### config.mk
export PLATFORM = sky130hd
export DESIGN_NAME = ciXcvr
export DESIGN_NICKNAME = d
export VERILOG_FILES = /design/src/rtl/ciPkg.sv /design/src/rtl/ciDatapath.sv /design/src/rtl/ciControl.sv /design/src/rtl/ciXcvr.sv
export SDC_FILE = /design/constraint.sdc
export NUM_CORES = 1
export LEC_CHECK = 0
export CORE_UTILIZATION = 40
export DETAILED_ROUTE_END_ITERATION = 8
export PLACE_DENSITY = 0.69
export SYNTH_ARGS = -nofsm -noshare
export SYNTH_HDL_FRONTEND = slang
export SYNTH_SLANG_ARGS = --single-unit
### constraint.sdc
create_clock -name clk -period 4 [get_ports clk]
set_clock_uncertainty 0.15 [all_clocks]
set_input_delay 1.2 -clock clk [delete_from_list [all_inputs] [get_ports clk]]
set_output_delay 1.2 -clock clk [all_outputs]
set_load 0.03 [all_outputs]
### src/rtl/ciPkg.sv
package ciPkg;
  // Strobes from the control to the datapath, one cycle wide each.
  typedef struct packed {
    logic sampleEn;  // store this frame's code into the history register
    logic acceptEn;  // copy the incoming code into the accepted register
    logic txLoad;    // move the shadow transmit code to the outgoing slot
  } ciStrobe_t;
endpackage

### src/rtl/ciDatapath.sv
module ciDatapath
  import ciPkg::*;
#(
  parameter int CODE_W = 4
) (
  input  logic              clk,
  input  logic              rstN,
  input  ciStrobe_t         strobes,
  input  logic [CODE_W-1:0] rxCode,
  input  logic              txWrEn,
  input  logic [CODE_W-1:0] txWrData,
  output logic              matchPrev,
  output logic              matchAccepted,
  output logic [CODE_W-1:0] acceptedCode,
  output logic [CODE_W-1:0] txCode
);
  localparam logic [CODE_W-1:0] IDLE_CODE = '1;

  logic [CODE_W-1:0] prevSample;
  logic [CODE_W-1:0] acceptedQ;
  logic [CODE_W-1:0] txShadow;
  logic [CODE_W-1:0] txQ;
  logic [CODE_W-1:0] diffPrev;
  logic [CODE_W-1:0] diffAcc;

  // Compare each bit of the incoming code separately, then reduce.
  for (genvar b = 0; b < CODE_W; b++) begin : gBitCmp
    assign diffPrev[b] = rxCode[b] ^ prevSample[b];
    assign diffAcc[b]  = rxCode[b] ^ acceptedQ[b];
  end

  assign matchPrev     = ~|diffPrev;
  assign matchAccepted = ~|diffAcc;

  // Receive side: history register and accepted register.
  always_ff @(posedge clk or negedge rstN) begin
    if (!rstN) begin
      prevSample <= IDLE_CODE;
      acceptedQ  <= IDLE_CODE;
    end else begin
      if (strobes.sampleEn) prevSample <= rxCode;
      if (strobes.acceptEn) acceptedQ  <= rxCode;
    end
  end

  // Transmit side: the shadow takes writes at any cycle, the slot value
  // moves only on a frame boundary.
  always_ff @(posedge clk or negedge rstN) begin
    if (!rstN) begin
      txShadow <= IDLE_CODE;
      txQ      <= IDLE_CODE;
    end else begin
      if (strobes.txLoad) txQ <= txShadow;
      if (txWrEn) txShadow <= txWrData;
    end
  end

  assign acceptedCode = acceptedQ;
  assign txCode       = txQ;

  AST_ACCEPT_TWO_FRAMES: assert property (@(posedge clk) disable iff (!rstN)
    !$stable(acceptedQ) |-> ($past(rxCode) == $past(prevSample)) && (acceptedQ == $past(rxCode)));
  AST_ACCEPT_IS_NEW: assert property (@(posedge clk) disable iff (!rstN)
    strobes.acceptEn |-> (rxCode != acceptedQ));
  AST_TX_FRAME_ALIGNED: assert property (@(posedge clk) disable iff (!rstN)
    !$stable(txQ) |-> $past(strobes.txLoad));
endmodule

### src/rtl/ciControl.sv
module ciControl
  import ciPkg::*;
(
  input  logic      clk,
  input  logic      rstN,
  input  logic      frameStrobe,
  input  logic      matchPrev,
  input  logic      matchAccepted,
  input  logic      irqClr,
  output ciStrobe_t strobes,
  output logic      changeIrq
);
  logic irqSet;
  logic irqQ;

  // Accept only on a strobe, when the sample repeats and is new.
  assign irqSet = frameStrobe & matchPrev & ~matchAccepted;

  always_comb begin
    strobes          = '0;
    strobes.sampleEn = frameStrobe;
    strobes.acceptEn = irqSet;
    strobes.txLoad   = frameStrobe;
  end

  // Sticky status: setting has priority over a clear in the same cycle.
  always_ff @(posedge clk or negedge rstN) begin
    if (!rstN)       irqQ <= 1'b0;
    else if (irqSet) irqQ <= 1'b1;
    else if (irqClr) irqQ <= 1'b0;
  end

  assign changeIrq = irqQ;

  AST_IRQ_ON_ACCEPT: assert property (@(posedge clk) disable iff (!rstN)
    strobes.acceptEn |=> changeIrq);
  AST_IRQ_STICKY: assert property (@(posedge clk) disable iff (!rstN)
    changeIrq && !irqClr |=> changeIrq);
  AST_IRQ_NEEDS_FRAME: assert property (@(posedge clk) disable iff (!rstN)
    $rose(changeIrq) |-> $past(frameStrobe));
  AST_STROBES_ONLY_ON_FRAME: assert property (@(posedge clk) disable iff (!rstN)
    !frameStrobe |-> !strobes.acceptEn && !strobes.txLoad);
endmodule

### src/rtl/ciXcvr.sv
module ciXcvr
  import ciPkg::*;
#(
  parameter int CODE_W = 4
) (
  input  logic              clk,
  input  logic              rstN,
  input  logic              frameStrobe,
  input  logic [CODE_W-1:0] rxCode,
  input  logic              txWrEn,
  input  logic [CODE_W-1:0] txWrData,
  input  logic              irqClr,
  output logic [CODE_W-1:0] txCode,
  output logic [CODE_W-1:0] acceptedCode,
  output logic              changeIrq
);
  ciStrobe_t strobes;
  logic      matchPrev;
  logic      matchAccepted;

  ciControl uCtrl (
    .clk          (clk),
    .rstN         (rstN),
    .frameStrobe  (frameStrobe),
    .matchPrev    (matchPrev),
    .matchAccepted(matchAccepted),
    .irqClr       (irqClr),
    .strobes      (strobes),
    .changeIrq    (changeIrq)
  );

  ciDatapath #(.CODE_W(CODE_W)) uDp (
    .clk          (clk),
    .rstN         (rstN),
    .strobes      (strobes),
    .rxCode       (rxCode),
    .txWrEn       (txWrEn),
    .txWrData     (txWrData),
    .matchPrev    (matchPrev),
    .matchAccepted(matchAccepted),
    .acceptedCode (acceptedCode),
    .txCode       (txCode)
  );

  AST_RESET_IDLE: assert property (@(posedge clk)
    $rose(rstN) |-> (acceptedCode == '1) && (txCode == '1) && !changeIrq);
endmodule

Word level (Yosys, flattened, before mapping)
Cells that the tools add are included.
Widths: inputs -> output; s select.
- register bits: 17
- output and inout bits: 9
- mux-type cells: 2
- bitwise gates (word level): 10
- reduce and logical (&&, ||, !) cells: 4
- operator list (kind ; count):
    $reduce_or 4->1 ; 2
    $xor 1x1->1 ; 8
    $and 1x1->1 ; 2
    $mux 1 ; 2
    $reduce_bool 2->1 ; 1
    $logic_not 1->1 ; 1

Longest topological paths before layout
Gate-level depths: netlist (run 1).
- depth after elaboration: 6
- depth in mapped cells: 4
- depth with buffers taken out: 4

Cells and area by module
From an unflattened synthesis (run 1), not the netlist that was laid out.
- cell total of the unflattened synthesis: 50
- area total of the unflattened synthesis: 772.0 sq um
- by module, submodules not included (module ; times used ; cells an instance ; area an instance (sq um) ; sequential area each (sq um)):
    ciDatapath ; 1 ; 42 ; 695.7 ; 420.4
    ciControl ; 1 ; 8 ; 76.3 ; 25.0

Least setup slack after synthesis (run 1)
OpenSTA, ideal clock, no wires.
- kind: input-to-reg
- start: in rxCode[2]
- end: reg uDp.acceptedQ[0] (netlist: uDp.acceptedCode[0])
- setup time: 0.082 ns
- data arrival time: 2.161 ns
- path slack: 1.607 ns
- stages on the path: 3
- path buffers: 0
- cells stage by stage: a222oi_1 nor3b_4 mux2_2
- cells in the longest elaborated chain, start to end: 5
- elaborated cells between the ends (all ways): 7
- classes of those cells: bitwise (4); reduce/logical (3)
- RTL lines (item ; line ; source):
    start: declaration ; ciXcvr.sv:9 ; input logic [CODE_W-1:0] rxCode,
    $xor 1x1->1 ; ciDatapath.sv:28 ; assign diffPrev[b] = rxCode[b] ^ prevSample[b];
    $reduce_or 4->1 ; ciDatapath.sv:32 ; assign matchPrev = ~|diffPrev;
    $logic_not 1->1 ; ciDatapath.sv:32 ;
    $and 1x1->1 ; ciControl.sv:17 ; assign irqSet = frameStrobe & matchPrev & ~matchAccepted;
    $and 1x1->1 (*) ; ciControl.sv:17 ;
    end signal: assignment ; ciDatapath.sv:42 ; if (strobes.acceptEn) acceptedQ <= rxCode;
    end: declaration ; ciDatapath.sv:20 ; logic [CODE_W-1:0] acceptedQ;
Mark *: on every way between the ends. The rest lies on a longest branch, timed or not.
A chain may end at the register's enable or synchronous reset.

Worst setup path after layout (run 1)
- start: reg uDp.acceptedQ[0] (netlist: uDp.acceptedCode[0])
- end: out acceptedCode[0]
- RTL lines (item ; line ; source):
    end: declaration ; ciXcvr.sv:14 ; output logic [CODE_W-1:0] acceptedCode,
No word-level cell between the ends.

==> results_dict.tcl, run 1 <==
set metrics [dict create \
    outcome "finished, final reports clean" \
    max_slew_margin_pct 50.8 \
    cap_violations 0 \
    cp_max_fo 3 \
    fp.dieH_um 45.2 \
    syn_area_um2 746 \
    design_area_um2 1010 \
    numPortBuffers 21 \
    r2r_slack_ps 2140 \
    power_density_nw_per_um2 513 \
    worst_hold_path_type "reg2reg" \
    avgSynthCellArea_um2 14.1 \
    worstPathRequired_ps 2650 \
    via_count 487 \
    ir_worst_vdd_mv 0.248 \
    grt_first_pass_wirelength_mm 2.03 \
    yosysSeqAreaShare_pct 59.7 \
    finalPower_w 0.000518 \
    dp_slack_ps 839 \
    clockBufferDepth 2 \
    post_cts_buffers 0 \
    synth.distinct_cells 15 \
    period_needed_ps 2850 \
    syn_nets 66 \
    postCtsResizedCells 0 \
    final_cell_mix "21 x clkdlybuf4s50_1, 16 x dfstp_2, 13 x mux2_2" \
    final_common_cell "clkdlybuf4s50_1" \
    cp_num_cells 1 \
    postCtsHoldBufs 0 \
    io_pins 22 \
    setup_violations 0 \
    die_area_um2 2040 \
    antenna_cells 0 \
    area_growth_pct 35.4 \
    synth_top_family_by_area "multiplexers" \
    synth.area.top_cells "dfstp_2 56%, mux2_2 20%, xnor2_1 4.7%, dfrtp_1 3.4%, nor3b_4 2.5%" \
    antenna_found_initial 0 \
    ys_warn_count 0 \
    grt_usage_pct 14.1 \
    reg2reg_depth 4 \
    rsz0062_at_grt "no" \
    synthXorXnorAreaFrac_pct 5.87 \
    synth-compound-area-share_pct 5.70 \
    wl_mm 1.21 \
    remaining_drc_errors 0 \
    finalHoldViolCount 0 \
    arrival_ps 1500 \
    grt_pass1_vias 487 \
    power.leakage_nw 0.389 \
    clockRootBuffer "clkbuf_4" \
    fp.coreArea_um2 1750 \
    htree_levels 1 \
    drt_iter0_drc 7 \
    die_w_um 45.2 \
    cp-endpoint "acceptedCode[0]" \
    worstReg2RegStart "uDp.prevSample[2]" \
    cts_buffers 3 \
    period_share_pct 71.3 \
    overflow 0 \
    start_util_pct 42.7 \
    wl_per_cell_um 11.9 \
    synth_simple_gate_area_share_pct 6.54 \
    cts_num_sinks 17 \
    synthMuxAreaShare_pct 19.6 \
    critPathCaptureType "output pin" \
    viasPerCell 4.77 \
    cts_tree "built" \
    rows 15 \
    slowest_stage "clkdlybuf4s50_1" \
    synth_top_area_cell "dfstp_2" \
    drt_first_pass_iters 4 \
    yosysTopAreaCellShare_pct 56.4 \
    setup_slack_ps 1150 \
    crit_buf_inv 1 \
    worstSetupStartpointType "flip-flop" \
    yosys_register_bits 17 \
    crit_chain "clkdlybuf4s50_1" \
    slew_violations 0 \
    hpwlAfterDp_um 900 \
    crit_type "reg2out" \
    placed_area_um2 983 \
    cp_top_family "buffers and inverters" \
    tightestPinTransition_ps 736 \
    clk_latency_ps 280 \
    clock.fmax_mhz 350 \
    synthAdderAreaFrac_pct 0 \
    globalplace.congestion 0.651 \
    drive_above_1_share_pct 42.9 \
    fin_tns_setup_ps 0 \
    r2r-end "uDp.acceptedCode[3]" \
    clkTransAtPathRegs_ps 100 \
    critical-path-max-stage-delay_ps 670 \
    startpoint "uDp.acceptedCode[0]" \
    fin_nets 91 \
    grt_max_degree 18 \
    synthCells 53 \
    ant_nets 0 \
]
registers in the layout, summed over array words and instances, names as in the netlist:
name,cells
uDp.txShadow,4
uCtrl.changeIrq,1
uDp.acceptedCode,4
uDp.txCode,4
uDp.prevSample,4
per-stage QoR:
| step | hold slack [ps] | instances | utilization (%) |
|---|---|---|---|
| 6_report | 354 | 102 | 57.8 |
| 5_1_grt | 375 | 102 | 57.8 |
| 4_1_cts | 359 | 102 | 57.8 |
| 3_5_place_dp | 344 | 98 | 56.3 |
| 3_3_place_gp | 337 | 98 | 56.3 |
| 2_1_floorplan | 319 | 53 | - |
synthesized netlist by cell type:
library cell	count
a222oi_1	1
mux2_2	13
clkbuf_1	1
nor3b_4	1
dfstp_2	16
inv_1	4
o2111ai_1	1
xnor2_1	4
nand4_1	1
nand2_1	3
dfrtp_1	1
nand2b_1	2
a22o_1	1
xor2_1	1
o21ai_0	3
worst min-delay path by stage:
stage | to | from | cells past startpoint | slack (ps)
floorplan | uDp.prevSample[1] | uDp.prevSample[1] | 2 | 320
global placement | uDp.prevSample[1] | uDp.prevSample[1] | 2 | 340
detailed placement | uDp.prevSample[1] | uDp.prevSample[1] | 2 | 340
CTS | uDp.prevSample[1] | uDp.prevSample[1] | 2 | 360
global route | uDp.prevSample[1] | uDp.prevSample[1] | 2 | 370
finish | uDp.prevSample[1] | uDp.prevSample[1] | 2 | 350
routing by layer:
metal | up-vias | track usage [%] | share of wire [%]
met2 | 15 | 24.3 | 49
met4 | 0 | 7.27 | 0.99
met1 | 238 | 16.8 | 46
met5 | - | 0 | 0
met3 | 2 | 2.40 | 3.7
li1 | 232 | - | -
logic make-up after synthesis:
kind of cell / Yosys count
compound gates: 6
flops: 17
simple gates: 7
buf+inv: 5
xor+xnor: 5
mux: 13
final cells by class:
type	instances	area (µm²)
Timing Repair Buffer	21	210
Clock buffer	4	26.3
Multi-Input combinational cell	31	282
Sequential cell	17	445
Inverter	4	15.0
Fill cell	159	736
Tap cell	25	31.3
where the power goes:
| group | switching (W) | total, W | internal, W |
|---|---|---|---|
| clock network | 0.0000496 | 0.0000883 | 0.0000386 |
| logic | 0.0000877 | 0.000180 | 0.0000924 |
| registers | 0.0000216 | 0.000249 | 0.000228 |
| total | 0.000159 | 0.000518 | 0.000359 |
tightest hold or removal path, cell delays in order, from the launching register on:
cell and delay [ps]:
dfstp_2 380, inv_1 60, o21ai_0 70
No activity file was read; power rests on OpenSTA's default activity.
==> run 2, diff against run 1 <==
==> constraint.sdc (replaced) <==
create_clock -name clk -period 2.66 [get_ports clk]
set_clock_uncertainty 0.15 [all_clocks]
set_input_delay 0.798 -clock clk [delete_from_list [all_inputs] [get_ports clk]]
set_output_delay 0.798 -clock clk [all_outputs]
set_load 0.03 [all_outputs]
==> results_dict.tcl, run 2 (synthesis gave the netlist of run 1 again) <==
set metrics [dict create \
    r2r_slack_ps 820 \
    period_share_pct 92.2 \
    final_cell_mix "21 x clkdlybuf4s50_1, 16 x dfstp_2, 13 x mux2_2" \
    ir_worst_vdd_mv 0.339 \
    cp_num_cells 1 \
    fp.coreArea_um2 1750 \
    htree_levels 1 \
    setup_slack_ps 206 \
    setup_violations 0 \
    period_needed_ps 2450 \
    antenna_cells 0 \
    critical-path-max-stage-delay_ps 670 \
    internal_power_w 0.000543 \
    clockBufferDepth 2 \
    area_growth_pct 39.4 \
    cap_violations 0 \
    wl_mm 1.24 \
    crit_buf_inv 1 \
    combPwrFrac_pct 35.2 \
    max_slew_margin_pct 67.9 \
    grt_usage_pct 15.5 \
    cp_top_family "buffers and inverters" \
    worstReg2RegStart "uDp.prevSample[2]" \
    wl_met3_um 57 \
    drt_iter0_drc 2 \
    reg2reg_depth 4 \
    antenna_found_initial 0 \
    pwr-share-clk_pct 16.8 \
    design_area_um2 1040 \
    power.leakage_nw 0.408 \
    numPortBuffers 21 \
    wl_met2_um 584 \
    drt_first_pass_iters 4 \
    outcome "finished, final reports clean" \
    clk_latency_ps 280 \
    rows 15 \
    cp_max_fo 3 \
    ant_nets 0 \
    remaining_drc_errors 0 \
    hpwlAfterDp_um 938 \
    critPathCaptureType "output pin" \
    finalHoldViolCount 0 \
    die_w_um 45.2 \
    fin_tns_setup_ps 0 \
    routed.top_layer "met4" \
    sw_frac_of_total_pct 30.7 \
    cts_buffers 3 \
    dp_slack_ps 83.3 \
    worstSetupStartpointType "flip-flop" \
    post_cts_buffers 0 \
    clockRootBuffer "clkbuf_4" \
    drive_above_1_share_pct 45.7 \
    tightestPinTransition_ps 480 \
    drt-met1-wl_um 566 \
    die_area_um2 2040 \
    switchingPower_w 0.000240 \
    worstPathRequired_ps 1710 \
    final_common_cell "clkdlybuf4s50_1" \
    r2r-end "uDp.acceptedCode[2]" \
    p_seq_share_pct 47.9 \
    postCtsResizedCells 0 \
    clock.fmax_mhz 408 \
    via_count 504 \
    grt_first_pass_wirelength_mm 2.20 \
    cts_num_sinks 17 \
    worst_hold_path_type "reg2reg" \
    clkTransAtPathRegs_ps 90 \
    overflow 0 \
    startpoint "uDp.acceptedCode[1]" \
    grt_max_degree 12 \
    fp.dieH_um 45.2 \
    cp-endpoint "acceptedCode[1]" \
    placed_area_um2 1010 \
    final_cell_count_no_fill 106 \
    cts_tree "built" \
    rsz0062_at_grt "no" \
    arrival_ps 1510 \
    crit_type "reg2out" \
    wl_per_cell_um 11.7 \
    slew_violations 0 \
    io_pins 22 \
    power_density_nw_per_um2 754 \
    start_util_pct 42.7 \
    viasPerCell 4.75 \
    crit_chain "clkdlybuf4s50_1" \
    slowest_stage "clkdlybuf4s50_1" \
    whs_ps 361 \
    postCtsHoldBufs 0 \
    fin_nets 95 \
    dp_cells 102 \
    globalplace.congestion 0.769 \
    grt_pass1_vias 533 \
]
==> run 2: changes by cell type in the layout (fill, tap and decap cells not counted), sizes merged <==
cell	before	now
buf	0	4
==> run 2: cell type report <==
type                            instances  area, µm²
Multi-Input combinational cell         31        282
Fill cell                             156        706
Tap cell                               25       31.3
Sequential cell                        17        445
Inverter                                4       15.0
Timing Repair Buffer                   25        240
Clock buffer                            4       26.3
==> run 2: worst min path at each step <==
stage,start,cells past startpoint,endpoint
2_1_floorplan,uDp.prevSample[1],2,uDp.prevSample[1]
3_3_place_gp,uDp.prevSample[1],2,uDp.prevSample[1]
3_5_place_dp,uCtrl.changeIrq,1,uCtrl.changeIrq
4_1_cts,uCtrl.changeIrq,1,uCtrl.changeIrq
5_1_grt,uCtrl.changeIrq,1,uCtrl.changeIrq
6_report,uCtrl.changeIrq,1,uCtrl.changeIrq
==> run 2: per-layer routing <==
layer,global-route usage (%),up-vias
met5,0,-
met4,12.7,0
met3,2.40,4
met2,23.5,19
met1,19.3,238
li1,-,243
==> run 2: through the flow <==
step	power [W]	util, %
final	0.000784	59.6
after global placement	0.000657	58.1
after floorplan	0.000543	-
after global routing	0.000833	59.6
after detailed placement	0.000660	58.1
after CTS	0.000799	59.6
==> run 2: power by group through the flow <==
stage                     Clock, W  Sequential (W)  Combinational (W)
final                     0.000132        0.000376           0.000276
after global routing      0.000153        0.000384           0.000296
after CTS                 0.000141        0.000378           0.000280
after detailed placement         0        0.000381           0.000279
after global placement           0        0.000380           0.000277
after floorplan                  0        0.000457          0.0000857
